`config.mk`:
```
export PLATFORM = sky130hd
export DESIGN_NAME = sdram_init_seq
export DESIGN_NICKNAME = d
export VERILOG_FILES = /design/src/rtl/sdram_init_pkg.sv /design/src/rtl/sdram_cfg_chk.sv /design/src/rtl/sdram_wait_cnt.sv /design/src/rtl/sdram_init_seq.sv
export SDC_FILE = /design/constraint.sdc
export NUM_CORES = 1
export LEC_CHECK = 0
export BUFFER_PORTS_ARGS = -buffer_cell sky130_fd_sc_hd__buf_2
export CELL_PAD_IN_SITES_DETAIL_PLACEMENT = 1
export CELL_PAD_IN_SITES_GLOBAL_PLACEMENT = 1
export CORE_UTILIZATION = 47
export DETAILED_ROUTE_END_ITERATION = 10
export PLACE_DENSITY_LB_ADDON = 0.1
export SYNTH_ARGS = -nofsm -noshare
export SYNTH_HDL_FRONTEND = slang
export SYNTH_HIERARCHICAL = 1
export SYNTH_SLANG_ARGS = --single-unit
export TNS_END_PERCENT = 1
```
`constraint.sdc`:
```
create_clock -name clk -period 4.78 [get_ports clk]
set_input_delay 0.239 -clock clk [delete_from_list [all_inputs] [get_ports clk]]
set_output_delay 0.239 -clock clk [all_outputs]
set_load 0.01 [all_outputs]
```
`src/rtl/sdram_init_pkg.sv`:
```
package sdram_init_pkg;

  // Active-low {cs_n, ras_n, cas_n, we_n}
  typedef enum logic [3:0] {
    CMD_MRS  = 4'b0000,
    CMD_REF  = 4'b0001,
    CMD_PALL = 4'b0010,
    CMD_NOP  = 4'b0111
  } cmd_t;

  typedef enum logic [2:0] {
    ST_WAIT,
    ST_PWR,
    ST_RP,
    ST_RFC,
    ST_MRD,
    ST_DONE
  } state_t;

  function automatic logic cfg_legal(logic bus64, logic bl8, logic [1:0] cl);
    return (cl != 2'd0) && (bl8 == bus64);
  endfunction

endpackage

```
`src/rtl/sdram_cfg_chk.sv`:
```
module sdram_cfg_chk #(
  parameter int          ADDR_W     = 32,
  parameter logic [31:0] AREA2_BASE = 32'hFF90_0000,
  parameter logic [31:0] AREA3_BASE = 32'hFF94_0000
) (
  input  logic              area3,
  input  logic              bus64,
  input  logic [1:0]        cl,
  output logic [ADDR_W-1:0] base,
  output logic [ADDR_W-1:0] mrs_addr
);
  localparam int MODE_W = 8;
  localparam int OFS_W  = MODE_W + 3;

  logic [MODE_W-1:0] mode_word;
  logic [OFS_W-1:0]  offset;

  always_comb begin
    // CAS latency in 6:4, sequential wrap (bit 3 = 0), burst field 010
    mode_word = {2'b00, cl, 1'b0, 3'b010};
    offset    = bus64 ? {mode_word, 3'b000} : {1'b0, mode_word, 2'b00};
    base      = area3 ? ADDR_W'(AREA3_BASE) : ADDR_W'(AREA2_BASE);
    mrs_addr  = base + ADDR_W'(offset);
  end

endmodule

```
`src/rtl/sdram_wait_cnt.sv`:
```
module sdram_wait_cnt #(
  parameter int CNT_W = 8
) (
  input  logic             clk,
  input  logic             rst,
  input  logic             load,
  input  logic [CNT_W-1:0] load_val,
  output logic             zero
);
  logic [CNT_W-1:0] cnt_q;

  always_ff @(posedge clk) begin
    if (rst)
      cnt_q <= '0;
    else if (load)
      cnt_q <= load_val;
    else if (cnt_q != '0)
      cnt_q <= cnt_q - 1'b1;
  end

  assign zero = (cnt_q == '0);

endmodule

```
`src/rtl/sdram_init_seq.sv`:
```
module sdram_init_seq
  import sdram_init_pkg::*;
#(
  parameter int          ADDR_W     = 32,
  parameter int          IDLE_CYC   = 20000,
  parameter bit          SKIP_IDLE  = 1'b0,
  parameter int          REF_CNT    = 8,
  parameter int          T_RP       = 2,
  parameter int          T_RFC      = 7,
  parameter int          T_MRD      = 2,
  parameter logic [31:0] AREA2_BASE = 32'hFF90_0000,
  parameter logic [31:0] AREA3_BASE = 32'hFF94_0000
) (
  input  logic              clk,
  input  logic              rst,
  input  logic              start,
  input  logic              cfg_area3,
  input  logic              cfg_bus64,
  input  logic              cfg_bl8,
  input  logic [1:0]        cfg_cl,
  output logic              cs_n,
  output logic              ras_n,
  output logic              cas_n,
  output logic              we_n,
  output logic [ADDR_W-1:0] addr,
  output logic              done,
  output logic              cfg_err
);
  localparam int REF_N   = (REF_CNT < 8) ? 8 : REF_CNT;
  localparam int REF_W   = $clog2(REF_N + 1);
  localparam int IDLE_LD = SKIP_IDLE ? 0 : IDLE_CYC;
  localparam int MAX_A   = (IDLE_LD > T_RP) ? IDLE_LD : T_RP;
  localparam int MAX_B   = (T_RFC > T_MRD) ? T_RFC : T_MRD;
  localparam int MAX_W   = (MAX_A > MAX_B) ? MAX_A : MAX_B;
  localparam int CNT_W   = (MAX_W < 2) ? 1 : $clog2(MAX_W + 1);
  localparam logic [ADDR_W-1:0] A10 = ADDR_W'(1) << 10;

  state_t            state_q;
  cmd_t              cmd_q;
  logic [ADDR_W-1:0] addr_q;
  logic              done_q, err_q;
  logic [REF_W-1:0]  ref_q;
  logic              area3_q, bus64_q;
  logic [1:0]        cl_q;

  logic              wait_zero;
  logic              ld;
  logic [CNT_W-1:0]  ld_val;
  logic [ADDR_W-1:0] base_w, mrs_w;
  logic              legal_in;
  logic              last_ref;

  assign legal_in = cfg_legal(cfg_bus64, cfg_bl8, cfg_cl);
  assign last_ref = (ref_q == REF_W'(REF_N));

  sdram_cfg_chk #(
    .ADDR_W(ADDR_W), .AREA2_BASE(AREA2_BASE), .AREA3_BASE(AREA3_BASE)
  ) u_cfg (
    .area3(area3_q), .bus64(bus64_q), .cl(cl_q),
    .base(base_w), .mrs_addr(mrs_w)
  );

  sdram_wait_cnt #(.CNT_W(CNT_W)) u_wait (
    .clk(clk), .rst(rst), .load(ld), .load_val(ld_val), .zero(wait_zero)
  );

  // Delay reload at each command issue
  always_comb begin
    ld     = 1'b0;
    ld_val = '0;
    unique case (state_q)
      ST_WAIT: if (start && legal_in) begin ld = 1'b1; ld_val = CNT_W'(IDLE_LD); end
      ST_PWR:  if (wait_zero) begin ld = 1'b1; ld_val = CNT_W'(T_RP); end
      ST_RP:   if (wait_zero) begin ld = 1'b1; ld_val = CNT_W'(T_RFC); end
      ST_RFC:  if (wait_zero) begin
                 ld     = 1'b1;
                 ld_val = last_ref ? CNT_W'(T_MRD) : CNT_W'(T_RFC);
               end
      default: ;
    endcase
  end

  always_ff @(posedge clk) begin
    if (rst) begin
      state_q <= ST_WAIT;
      cmd_q   <= CMD_NOP;
      addr_q  <= '0;
      done_q  <= 1'b0;
      err_q   <= 1'b0;
      ref_q   <= '0;
      area3_q <= 1'b0;
      bus64_q <= 1'b0;
      cl_q    <= 2'd1;
    end else begin
      cmd_q  <= CMD_NOP;
      addr_q <= '0;
      unique case (state_q)
        ST_WAIT: if (start) begin
          if (legal_in) begin
            err_q   <= 1'b0;
            area3_q <= cfg_area3;
            bus64_q <= cfg_bus64;
            cl_q    <= cfg_cl;
            state_q <= ST_PWR;
          end else begin
            err_q <= 1'b1;
          end
        end
        ST_PWR: if (wait_zero) begin
          cmd_q   <= CMD_PALL;
          addr_q  <= base_w | A10;
          state_q <= ST_RP;
        end
        ST_RP: if (wait_zero) begin
          cmd_q   <= CMD_REF;
          addr_q  <= base_w;
          ref_q   <= REF_W'(1);
          state_q <= ST_RFC;
        end
        ST_RFC: if (wait_zero) begin
          if (last_ref) begin
            cmd_q   <= CMD_MRS;
            addr_q  <= mrs_w;
            state_q <= ST_MRD;
          end else begin
            cmd_q   <= CMD_REF;
            addr_q  <= base_w;
            ref_q   <= ref_q + 1'b1;
          end
        end
        ST_MRD: if (wait_zero) begin
          done_q  <= 1'b1;
          state_q <= ST_DONE;
        end
        default: ;
      endcase
    end
  end

  assign {cs_n, ras_n, cas_n, we_n} = cmd_q;
  assign addr    = addr_q;
  assign done    = done_q;
  assign cfg_err = err_q;

endmodule

```
==> reports/metrics.cfg <==
[sta]
report.final.setup_viol=0
slew_headroom_pct=47.68
period_needed_ns=3.393
max_freq_mhz=294.7
hold_viol=0
period_share_pct=70.98
worst_pin_slew_ns=0.7789
tns_ns=0
slew_violations=0
grt_setup_unrepaired=no
fin_skew_ns=0.01012

[worst_setup_path]
reg2reg_depth=11
timing.critical_path.from=u_wait/cnt_q[0]
criticalPathCategory=flop to flop
crit_family=simple AND/OR/NAND/NOR gates
path_max_fanout=11
crit_path_frequent_cell=inv_1
worstPathRequired_ns=5.05
critPathCaptureType=flop
max_stage_delay_ns=0.56
endpoint=u_wait/cnt_q[5]
startpoint_type=flop
crit_arrival_ns=3.66
cp_slowest_cell=nor4_4
critPathBufInv=2
rr_startpoint=u_wait/cnt_q[0]
crit_path_cell_trace=inv_1 > ha_1 > or4b_1 > nor4_4 > nor2b_1 > and2_1 > or2_2 > inv_1 > nor2_1 > nand2_1 > o21ai_2
reg2reg_slack_ns=1.39
worst-path-stages=11
r2r_end=u_wait/cnt_q[5]

[logic_synthesis]
async_flop_share_pct=0
ys_ff_latch=63
synth_edf_count=0
synth.cell_area_um2=3332
ys_seq_area_share_pct=37.85
synth_top_cell_by_area=dfxtp_1
ys_types=54
avgSynthCellArea_um2=8.227
synth_top_area_share_pct=37.85
synth_cells=405
synthFlopType=dfxtp_1
synth.area.top_cells=dfxtp_1 38%, buf_4 14%, a21oi_1 5.9%
yosysWarnings=6

[grt]
grt_max_degree=32
grt_pass1_vias=2591
antenna_found_initial=0
gr-total-overflow=0
grt.total_usage_pct=20.81
grt_pass1_wl_um=12110

[clocking]
clk-insertion-delay-late_ns=0.34
cts_buffer_depth=2
cts_root_buf=clkbuf_8
cts_tree=built
htreeDepth=3
clkSinkCount=63
cts-resized-gates=0
cts_hold_buffers=0
post_cts_buffers=0
clk_pin_slew_ns=0.07
cts_inserted_buffers=9

[power]
p_leak_nw=1.439
finalPower_mw=1.643
vdd_ir_drop_max_uv=164.5
p_per_area_nw_per_um2=463.3

[floorplan]
coreArea_um2=6832
die_area_um2=7430
fp.dieW_um=86.20
rows=30
io_pins=46
start_util_pct=48.77
die_h_um=86.20

[finish]
nets=451
seq_area_um2=1261
drive_gt1_share_pct=19.10
layout_commonest_cell=conb_1
layout_common_cells=65 x conb_1, 63 x dfxtp_1, 52 x nand2_1
multi_input_area_um2=1685
fillers=895
syn_to_final_growth_pct=6.421
insertedDiodeCount=0

[place]
dp_hpwl_um=4860
io_buffer_count=44
gp_congestion=0.8224

[detailed_routing]
vias=2615
ant_nets=0
via_per_inst=4.834
drt_iter0_drc=96
drt_wl_total_um=7339
drtPass1Iterations=4
drc=0
wl_per_cell_um=13.57

[min_path]
hp-start=cfg_cl[0]
hold_class=input port to flop
worstHoldPathCells=2

[outcome]
status=finished, final reports clean

[job]
maxCapViolations=0

worst min-delay path by stage:
| stage | end | slack, ns |
|---|---|---|
| after floorplan | u_wait/cnt_q[14] | 0.31 |
| after global placement | cl_q[0] | 0.46 |
| after detailed placement | done | 0.46 |
| after CTS | cl_q[0] | 0.11 |
| after global routing | cl_q[0] | 0.11 |
| final | cl_q[0] | 0.12 |
layout make-up:
cell class                 instances  share of cell area, %
clock inverter                     2                 0.3529
clock buffer                      14                  5.152
inverter                           9                 0.9527
timing repair buffer              48                  7.057
multi-input combinational        309                  47.53
sequential                        63                  35.57
tap                               96                  3.387
report_power, final:
part	switching (mW)	leakage [nW]	internal, mW	total [mW]
clock	0.204	0.0987	0.245	0.449
combinational	0.313	0.829	0.222	0.535
sequential	0.0773	0.511	0.581	0.659
total	0.594	1.44	1.05	1.64
flip-flops by register name, indices dropped and copies added (netlist names), 2 cells and up:
register      count
cmd_q             3
cl_q              2
addr             32
state_q           3
u_wait/cnt_q     15
ref_q             4
worst register-to-register path, stage by stage (launching register included):
cell     delay [ns]
dfxtp_1        0.33
inv_1          0.09
ha_1           0.21
or4b_1         0.55
nor4_4         0.56
nor2b_1        0.29
and2_1         0.20
or2_2          0.21
inv_1          0.09
nor2_1         0.55
nand2_1        0.16
o21ai_2        0.09
through the flow:
stage / hold WS, ns / cells / utilization [%] / cell area [um2] / setup slack (ns)
after CTS: 0.1106 / 541 / 51.90 / 3546 / 1.418
after global routing: 0.1066 / 541 / 51.90 / 3546 / 1.082
after global placement: 0.4618 / 525 / 49.05 / 3351 / 1.649
after floorplan: 0.3081 / 467 / - / 3565 / 1.765
final: 0.1172 / 541 / 51.90 / 3546 / 1.387
after detailed placement: 0.4600 / 525 / 49.05 / 3351 / 1.476
metal layers:
| layer | track usage [%] | part of all wire [%] |
|---|---|---|
| met1 | 25.74 | 46 |
| met2 | 35.86 | 50 |
| met3 | 5.524 | 2.9 |
| met4 | 5.455 | 0.98 |
| met5 | 0 | 0 |
kinds of logic after synthesis:
| group | synth area share [%] |
|---|---|
| xor gates and xnor gates | 3.417 |
| other | 0.3379 |
| DFF | 37.85 |
| AOI/OAI and AO/OA | 11.94 |
| muxes | 1.652 |
| buffers and inverters | 18.55 |
| and+or+nand+nor | 25.12 |
| adders and majority gates | 1.127 |
cell usage after synthesis (7+ instances only):
library cell,count
dfxtp_1,63
buf_4,61
nand2_1,52
a21oi_1,39
nand3_1,37
nor2_1,18
clkbuf_1,15
nor3_1,12
o21ai_2,10
inv_1,9
xnor2_1,9
buf_2,7
Note: power is estimated with default switching activity, not from simulation.
